File: config.mk
export PLATFORM = sky130hd
export DESIGN_NAME = bsr_dr_path
export DESIGN_NICKNAME = d
export VERILOG_FILES = /design/src/rtl/bsr_pkg.sv /design/src/rtl/bsr_mode_dec.sv /design/src/rtl/bsr_cell.sv /design/src/rtl/bsr_bypass_stage.sv /design/src/rtl/bsr_dr_path.sv
export SDC_FILE = /design/constraint.sdc
export NUM_CORES = 1
export LEC_CHECK = 0
export BUFFER_PORTS_ARGS = -buffer_cell sky130_fd_sc_hd__buf_4
export CAP_MARGIN = 25
export CORE_MARGIN = 5
export CORE_UTILIZATION = 48
export DETAILED_ROUTE_END_ITERATION = 16
export HOLD_SLACK_MARGIN = 0.02
export PLACE_DENSITY = 0.82
export SLEW_MARGIN = 20
export SYNTH_ARGS = -nofsm -noshare
export SYNTH_HDL_FRONTEND = slang
export SYNTH_SLANG_ARGS = --single-unit
File: constraint.sdc
create_clock -name clk -period 2.61 [get_ports clk]
set_clock_uncertainty 0.15 [all_clocks]
set_input_delay 0.261 -clock clk [delete_from_list [all_inputs] [get_ports clk]]
set_output_delay 0.261 -clock clk [all_outputs]
set_load 0.01 [all_outputs]
File: src/rtl/bsr_pkg.sv
package bsr_pkg;

    localparam int CODE_W = 3;

    typedef enum logic [2:0] {
        M_EXTEST = 3'd0,
        M_SAMPLE = 3'd1,
        M_BYPASS = 3'd2,
        M_HIGHZ  = 3'd3,
        M_CLAMP  = 3'd4
    } mode_e;

endpackage

File: src/rtl/bsr_mode_dec.sv
module bsr_mode_dec
    import bsr_pkg::*;
(
    input  logic [CODE_W-1:0] code_i,
    output mode_e             mode_o,
    output logic              bs_sel_o
);

    always_comb begin
        unique case (code_i)
            3'd0:    mode_o = M_EXTEST;
            3'd1:    mode_o = M_SAMPLE;
            3'd3:    mode_o = M_HIGHZ;
            3'd4:    mode_o = M_CLAMP;
            default: mode_o = M_BYPASS;
        endcase
    end

    always_comb begin
        unique case (mode_o)
            M_EXTEST, M_SAMPLE: bs_sel_o = 1'b1;
            default:            bs_sel_o = 1'b0;
        endcase
    end

endmodule

File: src/rtl/bsr_cell.sv
module bsr_cell (
    input  logic clk,
    input  logic rst_n,
    input  logic clr_i,
    input  logic cap_i,
    input  logic sh_i,
    input  logic upd_i,
    input  logic par_i,
    input  logic ser_i,
    output logic stage_o,
    output logic latch_o
);

    always_ff @(posedge clk or negedge rst_n) begin
        if (!rst_n)     stage_o <= 1'b0;
        else if (clr_i) stage_o <= 1'b0;
        else if (cap_i) stage_o <= par_i;
        else if (sh_i)  stage_o <= ser_i;
    end

    always_ff @(posedge clk or negedge rst_n) begin
        if (!rst_n)                         latch_o <= 1'b0;
        else if (clr_i)                     latch_o <= 1'b0;
        else if (upd_i && !cap_i && !sh_i)  latch_o <= stage_o;
    end

    // an update edge moves the stage into the latch
    p_cell_update_r5: assert property (@(posedge clk) disable iff (!rst_n)
        (upd_i && !cap_i && !sh_i && !clr_i) |=> (latch_o == $past(stage_o)));

endmodule

File: src/rtl/bsr_bypass_stage.sv
module bsr_bypass_stage (
    input  logic clk,
    input  logic rst_n,
    input  logic clr_i,
    input  logic cap_i,
    input  logic sh_i,
    input  logic ser_i,
    output logic q_o
);

    always_ff @(posedge clk or negedge rst_n) begin
        if (!rst_n)     q_o <= 1'b0;
        else if (clr_i) q_o <= 1'b0;
        else if (cap_i) q_o <= 1'b0;
        else if (sh_i)  q_o <= ser_i;
    end

    // the bypass stage captures zero
    p_byp_cap_zero_r6: assert property (@(posedge clk) disable iff (!rst_n)
        cap_i |=> (q_o == 1'b0));

    // a shift loads the serial input
    p_byp_shift_r6: assert property (@(posedge clk) disable iff (!rst_n)
        (sh_i && !cap_i && !clr_i) |=> (q_o == $past(ser_i)));

endmodule

File: src/rtl/bsr_dr_path.sv
module bsr_dr_path
    import bsr_pkg::*;
#(
    parameter int               CELLS     = 8,
    parameter logic [CELLS-1:0] CELL_ROLE = 8'hF0
) (
    input  logic              clk,
    input  logic              rst_n,
    input  logic              tlr_i,
    input  logic              capture_i,
    input  logic              shift_i,
    input  logic              update_i,
    input  logic [CODE_W-1:0] instr_i,
    input  logic              tdi_i,
    input  logic [CELLS-1:0]  pin_in_i,
    input  logic [CELLS-1:0]  core_out_i,
    output logic [CELLS-1:0]  pin_out_o,
    output logic              oe_off_o,
    output logic              tdo_o
);

    localparam int LAST = CELLS - 1;

    mode_e            mode;
    logic             bs_sel;
    logic             drive_latch;
    logic             bs_cap, bs_sh, bs_upd;
    logic             by_cap, by_sh;
    logic             byp_q;
    logic [CELLS-1:0] par_vec;
    logic [CELLS-1:0] ser_vec;
    logic [CELLS-1:0] stage_vec;
    logic [CELLS-1:0] latch_vec;

    bsr_mode_dec u_dec (
        .code_i  (instr_i),
        .mode_o  (mode),
        .bs_sel_o(bs_sel)
    );

    assign bs_cap = capture_i & bs_sel;
    assign bs_sh  = shift_i   & bs_sel;
    assign bs_upd = update_i  & bs_sel;
    assign by_cap = capture_i & ~bs_sel;
    assign by_sh  = shift_i   & ~bs_sel;

    assign par_vec = (CELL_ROLE & core_out_i) | (~CELL_ROLE & pin_in_i);
    assign ser_vec = {tdi_i, stage_vec[LAST:1]};

    for (genvar i = 0; i < CELLS; i++) begin : g_cell
        bsr_cell u_cell (
            .clk    (clk),
            .rst_n  (rst_n),
            .clr_i  (tlr_i),
            .cap_i  (bs_cap),
            .sh_i   (bs_sh),
            .upd_i  (bs_upd),
            .par_i  (par_vec[i]),
            .ser_i  (ser_vec[i]),
            .stage_o(stage_vec[i]),
            .latch_o(latch_vec[i])
        );
    end

    bsr_bypass_stage u_byp (
        .clk  (clk),
        .rst_n(rst_n),
        .clr_i(tlr_i),
        .cap_i(by_cap),
        .sh_i (by_sh),
        .ser_i(tdi_i),
        .q_o  (byp_q)
    );

    always_comb begin
        drive_latch = 1'b0;
        oe_off_o    = 1'b0;
        unique case (mode)
            M_EXTEST: drive_latch = 1'b1;
            M_CLAMP:  drive_latch = 1'b1;
            M_HIGHZ:  oe_off_o    = 1'b1;
            M_SAMPLE, M_BYPASS: ;
            default: ;
        endcase
    end

    assign pin_out_o = CELL_ROLE & (drive_latch ? latch_vec : core_out_i);
    assign tdo_o     = bs_sel ? stage_vec[0] : byp_q;

    // the tester raises one strobe at a time
    p_strobes_onehot_r8: assert property (@(posedge clk) disable iff (!rst_n)
        $onehot0({tlr_i, capture_i, shift_i, update_i}));

    // test-logic-reset clears every register
    p_tlr_clear_r1: assert property (@(posedge clk) disable iff (!rst_n)
        tlr_i |=> (stage_vec == '0 && latch_vec == '0 && byp_q == 1'b0));

    // no strobe, nothing moves
    p_hold_r8: assert property (@(posedge clk) disable iff (!rst_n)
        !(tlr_i || capture_i || shift_i || update_i)
        |=> ($stable(stage_vec) && $stable(latch_vec) && $stable(byp_q)));

    // capture of the pin or core values into the chain
    p_capture_r3: assert property (@(posedge clk) disable iff (!rst_n)
        (capture_i && bs_sel && !tlr_i) |=> (stage_vec == $past(par_vec)));

    // chain shift enters at the far end, bypass untouched
    p_shift_r7: assert property (@(posedge clk) disable iff (!rst_n)
        (shift_i && bs_sel && !tlr_i && !capture_i)
        |=> (stage_vec[LAST] == $past(tdi_i) && $stable(byp_q)));

    // latches change only on a boundary update or reset
    p_latch_guard_r10: assert property (@(posedge clk) disable iff (!rst_n)
        !(update_i && bs_sel) && !tlr_i |=> $stable(latch_vec));

endmodule

==> results.rst <==
.. list-table::
   :header-rows: 1

   * - Metric
     - Value
   * - Outcome
     - finished clean
   * - Post-Route Utilization
     - 63.21%
   * - Achievable clock frequency
     - 593.5 MHz
   * - Sequential fraction of the synthesis area
     - 42.35%
   * - Skew-Pair Late Insertion Delay
     - 270 ps
   * - Cell area after placement
     - 915.9 um^2
   * - Most frequent cells in the layout
     - buf_4, dfrtp_1, nand2b_1
   * - Number of remaining DRC errors
     - 0
   * - Diode count
     - 0
   * - Most common cell after layout, fill and taps aside
     - buf_4
   * - Worst Hold Launch
     - tlr_i
   * - Leakage
     - 0.4778 nW
   * - Clock Sink Count
     - 13
   * - TritonCTS clock tree
     - done
   * - Clock Pin Slew Worst Setup and Hold Paths
     - 70 ps
   * - Combinational cell fraction of total power
     - 18.4%
   * - Global-route track usage on met1
     - 20.45%
   * - Filler Cells Inserted
     - 129
   * - Global-route track usage on met2
     - 20.92%
   * - Most numerous cell on the critical path
     - buf_4
   * - Hold WC Path Type
     - in2reg
   * - Number of detailed-routing iterations run before antenna repair
     - 4
   * - Maximum count of clock buffers along a single path
     - 2
   * - Final hold viol count
     - 0
   * - WHS
     - 75.26 ps
   * - Pins over their slew limit
     - 0
   * - Number of global-route vias before repair
     - 632
   * - Relative contribution of the clock network to total power
     - 29.9%
   * - Crit path required time
     - 2200 ps
   * - Worst IR Drop VDD
     - 0.1658 mV
   * - Number of buffers inserted to repair setup after CTS
     - 0
   * - Top cell family by delay on the critical path
     - multiplexers
   * - Initial antenna violation count
     - 0
   * - Die ar.
     - 2501 um^2
   * - Crit-path cells
     - buf_4 > nor2_1 > mux2_2 > buf_4
   * - Die span in y
     - 50.01 um
   * - Startpoint Class
     - primary input
   * - Count of mapped cells out of synthesis
     - 67
   * - CTS root buf
     - clkbuf_4
   * - Final Instance Area
     - 952.2 um^2
   * - Buf+Inv Stages, Crit Path
     - 2
   * - Via count of the routed design
     - 603
   * - Remaining Overflow, GRT
     - 0
   * - Placer Congestion
     - 0.7210
   * - Final period util
     - 64.56%
   * - Detailed-route wire length per cell
     - 15.28 um
   * - Met3 Resource Use GR
     - 3.313%
   * - Destination of the worst register-to-register timing path
     - g_cell[4].u_cell.stage_o
   * - Cell internal power dissipation
     - 0.0003056 W
   * - Number of synthesized register bits
     - 13
   * - Core Footprint
     - 1506 um^2
   * - Max Fanout on Critical Path
     - 6
   * - Initial core utilization
     - 51.00%
   * - Seq pwr share
     - 51.6%
   * - Power per standard cell area
     - 427.1 nW/um^2
   * - GR peak layer
     - met2
   * - Cell at the slowest stage of the critical path
     - mux2_2
   * - Count of yosys warnings during synthesis
     - 0
   * - Total global-route track usage
     - 14.39%
   * - Die W
     - 50.01 um
   * - Share of final-layout standard cells stronger than drive strength 1
     - 38.46%
   * - Cell Count, Final, Fillers Out
     - 107
   * - Number of cells traversed by the worst hold path
     - 2
   * - Final #Nets
     - 118
   * - Fraction of power spent switching nets
     - 24.85%
   * - Largest net degree at the start of global routing
     - 14
   * - Period minus WS final
     - 1685 ps
   * - Antenna Violating Nets Remaining
     - 0
   * - Post-synthesis instance area
     - 768.2 um^2
   * - Max capacitance violation total
     - 0
   * - Reg-to-reg slack, setup
     - 1610 ps
   * - Unrepaired setup endpoints after global routing
     - false
   * - Total of buffers placed on input and output ports
     - 23
   * - Global-route wire length before repair
     - 2842 um
   * - Post-Syn Area per Cell
     - 11.47 um^2
   * - Endpoints failing setup
     - 0
   * - R2r worst-path depth
     - 1
   * - Startpoint of the lowest-slack register-to-register path
     - g_cell[5].u_cell.stage_o
   * - DRT iter0 DRCs
     - 9
   * - Area overhead of the layout relative to synthesis
     - 23.94%
   * - Dpl cells
     - 102
   * - Critical path class
     - in2out
   * - Post-CTS sizing
     - 0
   * - Routed wire length
     - 1635 um
   * - Switching power summed over all nets
     - 0.0001011 W
   * - Deepest level of the CTS H-tree
     - 1
   * - Distinct cells, synth
     - 20
   * - CP Capture Type
     - output port
   * - Mean number of vias per cell
     - 5.636
   * - Max stage delay on crit path
     - 390 ps
   * - # rows
     - 14
   * - Setup TNS after final layout
     - 0 ps
   * - Total CTS buffers
     - 3
   * - Post-detailed-placement half-perimeter wirelength
     - 1248 um
   * - Data arrival time of the critical path
     - 1270 ps
   * - Endpoint, Worst Hold
     - u_byp.q_o
   * - # IOs
     - 36
   * - Hold buffer count at CTS
     - 1
[sequential cells by signal, indices dropped and copies added (netlist names)]
register	cells
g_cell.u_cell.latch_o	4
g_cell.u_cell.stage_o	8
u_byp.q_o	1
[cell type report]
cell class	count	area [um^2]	share of cell area [%]
clock buffers	4	26.28	2.760
multi-input cells	50	397.9	41.79
flip-flops and latches	13	325.3	34.17
well taps	16	20.02	2.102
repair buffers	24	182.7	19.19
[cells by family (layout without fill, tap and decap cells)]
family	count (synthesis)	after routing	synth area share (%)
AND/OR/NAND/NOR	25	25	23.13
flip-flops	13	13	42.35
AO/OA/AOI/OAI	12	12	14.17
multiplexers	9	9	12.54
buffers and inverters	7	28	7.328
other	1	4	0.4881
[power groups by stage]
stage / sequential [W] / combinational [W] / clock [W]
finish: 0.000210 / 0.0000750 / 0.000122
detailed placement: 0.000214 / 0.0000742 / 0
CTS: 0.000210 / 0.0000757 / 0.000125
floorplan: 0.000213 / 0.0000400 / 0
global route: 0.000211 / 0.0000821 / 0.000139
global placement: 0.000214 / 0.0000729 / 0
[worst max path at each step]
stage	slack [ps]	startpoint	endpoint	depth (start not counted)
after floorplan	1200	capture_i	g_cell[4].u_cell.latch_o	4
after global placement	950	instr_i[1]	pin_out_o[5]	4
after detailed placement	930	instr_i[1]	pin_out_o[4]	4
after CTS	920	instr_i[1]	pin_out_o[4]	4
after global routing	870	instr_i[1]	pin_out_o[6]	4
final	930	instr_i[1]	pin_out_o[4]	4
[Yosys cell counts (all sizes together)]
master | n | area (um^2)
a21o | 1 | 7.510
a21oi | 2 | 13.76
a221o | 8 | 80.08
and3 | 8 | 50.05
and3b | 2 | 17.52
buf | 6 | 52.55
clkbuf | 1 | 3.750
conb | 1 | 3.750
dfrtp | 13 | 325.3
mux2 | 5 | 56.30
mux2i | 4 | 40.04
nand2 | 1 | 3.750
nand2b | 9 | 56.30
nor2 | 2 | 7.510
nor3 | 1 | 10.01
nor4b | 1 | 23.77
o211ai | 1 | 7.510
or2 | 1 | 8.760
[routing by layer]
layer	share of wire, %	wire [um]
met1	48	787
met3	4.6	76
met4	1.0	17
met5	0	0
met2	46	754
[per-stage QoR]
stage	power [W]	worst slack (ps)
2_1_floorplan	0.0002528	1204
3_3_place_gp	0.0002866	949.1
3_5_place_dp	0.0002881	927.5
4_1_cts	0.0004105	919.7
5_1_grt	0.0004315	869.0
6_report	0.0004067	925.0
No activity file was read; power rests on OpenSTA's default activity.
